==> src/rtl/bdg_pkg.sv <==
`timescale 1ns/1ps
package bdg_pkg;

   // Timer implementation variant chosen per instance.
   typedef enum logic {
      BDG_TIMER_UP   = 1'b0,
      BDG_TIMER_DOWN = 1'b1
   } bdg_timer_e;

   // Side indices within one leg.
   localparam int BDG_SIDE_HI = 0;
   localparam int BDG_SIDE_LO = 1;
   localparam int BDG_SIDES   = 2;

   // Counter width able to hold the value dead.
   function automatic int bdg_cnt_width(input int dead);
      return (dead < 2) ? 1 : $clog2(dead + 1);
   endfunction

endpackage

==> src/rtl/bdg_gap_timer.sv <==
`timescale 1ns/1ps
// Measures how long the opposite gate of a leg has been low.
// gap_met is 1 when a turn-on at the next edge would leave both gates low
// for at least DEAD_CYCLES cycles.
module bdg_gap_timer
   import bdg_pkg::*;
#(
   parameter int         DEAD_CYCLES = 75,
   parameter bdg_timer_e STYLE       = BDG_TIMER_UP
) (
   input  logic clk,
   input  logic rst_n,
   input  logic peer_on,
   output logic gap_met
);

   localparam int             CW       = bdg_cnt_width(DEAD_CYCLES);
   localparam logic [CW-1:0]  CNT_FULL = CW'(DEAD_CYCLES);
   localparam logic [CW-1:0]  CNT_LAST = CW'(DEAD_CYCLES - 1);

   if (DEAD_CYCLES < 1) begin : g_bad_dead
      $error("bdg_gap_timer: DEAD_CYCLES must be at least 1");
   end

   if (STYLE == BDG_TIMER_UP) begin : g_up
      // Counts low cycles of the peer, saturating at the full dead time.
      logic [CW-1:0] elapsed_q;

      always_ff @(posedge clk or negedge rst_n) begin
         if (!rst_n) begin
            elapsed_q <= CNT_FULL;
         end else if (peer_on) begin
            elapsed_q <= '0;
         end else if (elapsed_q != CNT_FULL) begin
            elapsed_q <= elapsed_q + 1'b1;
         end
      end

      assign gap_met = !peer_on && (elapsed_q >= CNT_LAST);

      // once saturated with the peer low, the count stays put
      a_r2_counter_saturates : assert property (@(posedge clk) disable iff (!rst_n)
         (elapsed_q == CNT_FULL && !peer_on) |=> (elapsed_q == CNT_FULL));
   end else begin : g_down
      // Loaded while the peer is on, then counts the remaining cycles down.
      logic [CW-1:0] remain_q;

      always_ff @(posedge clk or negedge rst_n) begin
         if (!rst_n) begin
            remain_q <= '0;
         end else if (peer_on) begin
            remain_q <= CNT_LAST;
         end else if (remain_q != '0) begin
            remain_q <= remain_q - 1'b1;
         end
      end

      assign gap_met = !peer_on && (remain_q == '0);

      // an expired countdown stays expired while the peer is low
      a_r2_countdown_floor : assert property (@(posedge clk) disable iff (!rst_n)
         (remain_q == '0 && !peer_on) |=> (remain_q == '0));
   end

   if (DEAD_CYCLES > 1) begin : g_fall_check
      // a peer that has only just fallen never permits a turn-on
      a_r2_fresh_fall_blocks : assert property (@(posedge clk) disable iff (!rst_n)
         $fell(peer_on) |-> !gap_met);
   end

endmodule

==> src/rtl/bdg_leg.sv <==
`timescale 1ns/1ps
// One half-bridge leg: two registered gate enables guarded by dead time.
module bdg_leg
   import bdg_pkg::*;
#(
   parameter int         DEAD_CYCLES = 75,
   parameter bdg_timer_e STYLE       = BDG_TIMER_UP
) (
   input  logic clk,
   input  logic rst_n,
   input  logic force_off,
   input  logic hi_cmd,
   input  logic lo_cmd,
   output logic hi_gate,
   output logic lo_gate
);

   logic [BDG_SIDES-1:0] cmd;
   logic [BDG_SIDES-1:0] met;
   logic [BDG_SIDES-1:0] gate_d;
   logic [BDG_SIDES-1:0] gate_q;

   assign cmd[BDG_SIDE_HI] = hi_cmd;
   assign cmd[BDG_SIDE_LO] = lo_cmd;

   for (genvar s = 0; s < BDG_SIDES; s++) begin : g_side
      localparam int PEER = BDG_SIDES - 1 - s;

      bdg_gap_timer #(
         .DEAD_CYCLES (DEAD_CYCLES),
         .STYLE       (STYLE)
      ) i_timer (
         .clk     (clk),
         .rst_n   (rst_n),
         .peer_on (gate_q[PEER]),
         .gap_met (met[s])
      );

      // A side turns on only with its own command alone and a met gap.
      assign gate_d[s] = !force_off && cmd[s] && !cmd[PEER] && met[s];

      // a gate can rise only if its peer was already low before
      a_r2_rise_after_peer_low : assert property (@(posedge clk) disable iff (!rst_n)
         $rose(gate_q[s]) |-> $past(!gate_q[PEER]));
   end

   always_ff @(posedge clk or negedge rst_n) begin
      if (!rst_n) begin
         gate_q <= '0;
      end else begin
         gate_q <= gate_d;
      end
   end

   assign hi_gate = gate_q[BDG_SIDE_HI];
   assign lo_gate = gate_q[BDG_SIDE_LO];

   // conflicting commands leave both gates off next cycle
   a_r4_conflict_both_off : assert property (@(posedge clk) disable iff (!rst_n)
      (hi_cmd && lo_cmd) |=> (!hi_gate && !lo_gate));

   // a dropped command clears its gate next cycle
   a_r8_turn_off_latency : assert property (@(posedge clk) disable iff (!rst_n)
      (!hi_cmd) |=> !hi_gate);

endmodule

==> src/rtl/bridge_deadtime_guard.sv <==
`timescale 1ns/1ps
// Three-phase (parameterised) dead-time and shoot-through guard.
module bridge_deadtime_guard
   import bdg_pkg::*;
#(
   parameter int         NUM_PHASES  = 3,
   parameter int         DEAD_CYCLES = 75,
   parameter bdg_timer_e TIMER_STYLE = BDG_TIMER_UP
) (
   input  logic                  clk,
   input  logic                  rst_n,
   input  logic                  force_off,
   input  logic [NUM_PHASES-1:0] hi_cmd,
   input  logic [NUM_PHASES-1:0] lo_cmd,
   output logic [NUM_PHASES-1:0] hi_gate,
   output logic [NUM_PHASES-1:0] lo_gate
);

   if (NUM_PHASES < 1) begin : g_bad_phases
      $error("bridge_deadtime_guard: NUM_PHASES must be at least 1");
   end
   if (DEAD_CYCLES < 1) begin : g_bad_dead
      $error("bridge_deadtime_guard: DEAD_CYCLES must be at least 1");
   end

   for (genvar p = 0; p < NUM_PHASES; p++) begin : g_leg
      bdg_leg #(
         .DEAD_CYCLES (DEAD_CYCLES),
         .STYLE       (TIMER_STYLE)
      ) i_leg (
         .clk       (clk),
         .rst_n     (rst_n),
         .force_off (force_off),
         .hi_cmd    (hi_cmd[p]),
         .lo_cmd    (lo_cmd[p]),
         .hi_gate   (hi_gate[p]),
         .lo_gate   (lo_gate[p])
      );
   end

   // no leg ever drives both switches
   a_r1_exclusive : assert property (@(posedge clk) disable iff (!rst_n)
      ((hi_gate & lo_gate) == '0));

   // forced shutdown clears every gate one cycle later
   a_r6_force_clears_all : assert property (@(posedge clk) disable iff (!rst_n)
      force_off |=> ((hi_gate | lo_gate) == '0));

   // the gates are low during reset
   always_comb begin
      if (!rst_n) begin
         a_r10_reset_low : assert ((hi_gate | lo_gate) == '0);
      end
   end

endmodule

==> config.mk <==
export PLATFORM = sky130hd
export DESIGN_NAME = bridge_deadtime_guard
export DESIGN_NICKNAME = d
export VERILOG_FILES = /design/src/rtl/bdg_pkg.sv /design/src/rtl/bdg_gap_timer.sv /design/src/rtl/bdg_leg.sv /design/src/rtl/bridge_deadtime_guard.sv
export SDC_FILE = /design/constraint.sdc
export NUM_CORES = 1
export LEC_CHECK = 0
export ABC_AREA = 1
export BUFFER_PORTS_ARGS = -buffer_cell sky130_fd_sc_hd__buf_2
export CAP_MARGIN = 20
export CORE_ASPECT_RATIO = 1.5
export CORE_MARGIN = 5
export CORE_UTILIZATION = 60
export DETAILED_ROUTE_END_ITERATION = 8
export PLACE_DENSITY_LB_ADDON = 0.05
export SYNTH_ARGS = -nofsm -noshare
export SYNTH_HDL_FRONTEND = slang
export SYNTH_SLANG_ARGS = --single-unit
==> constraint.sdc <==
create_clock -name clk -period 1.6 [get_ports clk]
set_input_delay 0.16 -clock clk [delete_from_list [all_inputs] [get_ports clk]]
set_output_delay 0.16 -clock clk [all_outputs]
set_load 0.05 [all_outputs]
==> out/results.ini <==
[sta]
rsz0062_at_grt=no
finalMaxSlewViolations=0
slew_headroom_pct=68.8
setup_tns_ns=0
fmax_mhz=709
fin_crit_ns=1.41
tightest_slew_ns=0.469
hold_violations=0
setup_violations=0
min_period_over_period_pct=88.1
skew_ns=0.00136

[placement]
port_buffers=14
dp_hpwl_um=3850
placed_area_um2=2840
post-place-cells=408
gp_congestion=0.842

[worst_setup_path]
critical_path_buf_inv_count=2
worstSetupStartpointType=flop
critical_path_class=flop to flop
end_kind=flop
critPathTopFamily=flip-flops
required_ns=1.80
cp_max_fo=6
critical_path_arrival_ns=1.61
rrSetupSlack_ns=0.19
slowest_delay_ns=0.58
path_cells=ha_1 -> inv_1 -> nor2_1 -> nand3_1 -> nand3_1 -> inv_1
crit_slowest_cell=dfstp_2

[drt]
drc=0
drt_iter0_markers=85
vias=2213
wirelength_um=5000
antenna_left=0
wire_per_inst_um=12.0
via_per_inst=5.31
dr.pass1.iters=4

[clock_network]
cts_buffers=5
cts-root-buf=clkbuf_8
cts_tree=done
cts.clk_slew.worst_paths_ns=0.08
cts_sinks=48
clock_latency_ns=0.29
ctsLongestPathBuffers=2
htree_levels=2

[final_layout]
layout-drive-gt1-share_pct=16.3
diodes=0
syn2layout_area_growth_pct=6.62
fin_cells=417
nets=389
design_area_um2=2940
utilization_pct=65.3

[synthesis]
synth_cells=355
ys.warnings.count=0
syn_nets=376
yosys-top-cells-area=dfstp_2 (23%), dfrtp_1 (22%), nand3_1 (9.6%), nand2_1 (9.0%), nor2_1 (8.7%)
synth_cell_types=21
syn_avg_cell_area_um2=7.78
synth_top_area_cell=dfstp_2
ys_ff_latch=48
netlist_area_um2=2760
ys_seq_area_share_pct=44.6
netlist.area_leader.share_pct=22.8

[hold_path]
hp-class=input pin to flop

[die]
io_pins=15
start_util_pct=61.3
die_area_um2=6080
fp.dieW_um=65.4
row_count=30
die_h_um=93.1
core_area_um2=4500

[run_status]
status=finished clean

[global_route]
track_usage_pct=18.7
grt_pass1_wl_um=9050
first_global_vias=2242
grt_max_degree=30
antenna_found_initial=0
grt_overflow=0

[power]
ir_drop_mv=0.458
p_per_area_nw_per_um2=677
power_leakage_nw=1.47

[job]
cap_violations=0

[routing by layer]
metal,vias up,wire length [µm],GRT usage (%),share of wire (%)
li1,1139,-,-,-
met1,1031,2050,19.9,41
met2,32,2690,34.2,54
met3,11,142,3.49,2.8
met4,0,119,9.52,2.4
met5,-,0,0,0
[logic make-up (layout without fill, tap and decap cells)]
logic type | count (synthesis) | after routing | synth area share [%]
compound gates | 20 | 20 | 3.94
xor+xnor | 14 | 14 | 4.44
fa+ha+maj | 12 | 12 | 5.44
buf+inv | 56 | 70 | 8.70
flops | 48 | 48 | 44.6
simple gates | 205 | 205 | 32.9
[cell type report]
type	count	area, µm²
repair buffers	16	100
well taps	48	60.1
fillers	403	1560
flip-flops and latches	48	1230
clock buffers	8	90.1
inverters	46	173
multi-input cells	251	1290
[worst register-to-register path: stages, from the launching register on]
cell,delay [ns]
dfstp_2,0.58
ha_1,0.28
inv_1,0.08
nor2_1,0.11
nand3_1,0.13
nand3_1,0.10
inv_1,0.04
[sequential cells by signal, summed over array words and instances, names as in the netlist]
register                                   count
g_leg.i_leg.g_side.i_timer.g_up.elapsed_q     42
g_leg.i_leg.gate_q                             6
[layout by cell type (no fill, tap or decap)]
cell           instances
a21oi_1               13
a21oi_2                1
buf_12                 1
buf_2                 14
clkbuf_1               2
clkbuf_8               6
clkinv_1               1
dfrtp_1               24
dfstp_2               24
dlygate4sd3_1          1
ha_1                  12
inv_1                 45
nand2_1               66
nand2_2                3
nand3_1               53
nand3_2                3
nand4_1                8
nor2_1                64
nor2_2                 7
nor2_4                 1
o21a_1                 2
o21ai_0                4
xnor2_1                1
xor2_1                13
[power by group]
group	internal, mW	switching, mW	leakage (nW)
registers	1.22	0	0.524
clock network	0.353	0.375	0.0455
logic	0.0154	0.0335	0.899
[final timing paths]
path | start | to | cells after the start
max | flop | flop | 6
min | hi_cmd[1] | g_leg[1].i_leg.gate_q[0] | 3
max reg2reg | flop | flop | 6
min reg2reg | g_leg[2].i_leg.gate_q[0] | flop | 1
max in group asynchronous | rst_n | asynchronous set/reset pin | 3
min in group asynchronous | rst_n | asynchronous set/reset pin | 2
[per-stage QoR]
step                      power (mW)  setup WS (ns)  hold WS, ns
after detailed placement        1.29          0.195        0.139
after global routing            2.08         0.0729        0.122
after global placement          1.29          0.266        0.142
final                           1.99          0.190        0.116
after floorplan                 1.24          0.342       -0.136
after CTS                       2.02          0.182        0.106
[Yosys cell counts]
master,n
ha_1,12
clkinv_1,1
nor2_4,1
nand4_1,8
a21oi_2,1
nor2_1,64
xnor2_1,1
nand2_1,66
nand3_1,53
nor2_2,7
dfstp_2,24
buf_4,7
o21ai_0,4
inv_1,45
xor2_1,13
nand2_2,3
o21a_1,2
nand3_2,3
dfrtp_1,24
buf_2,3
a21oi_1,13
[repair_timing]
item,4_1_cts,5_1_grt
setup buffers,0,0
endpoints found under the setup margin,0,0
hold endpoints to repair,11,0
hold buffers,1,0
gates resized for setup,0,0
Note: power is estimated with default switching activity, not from simulation.
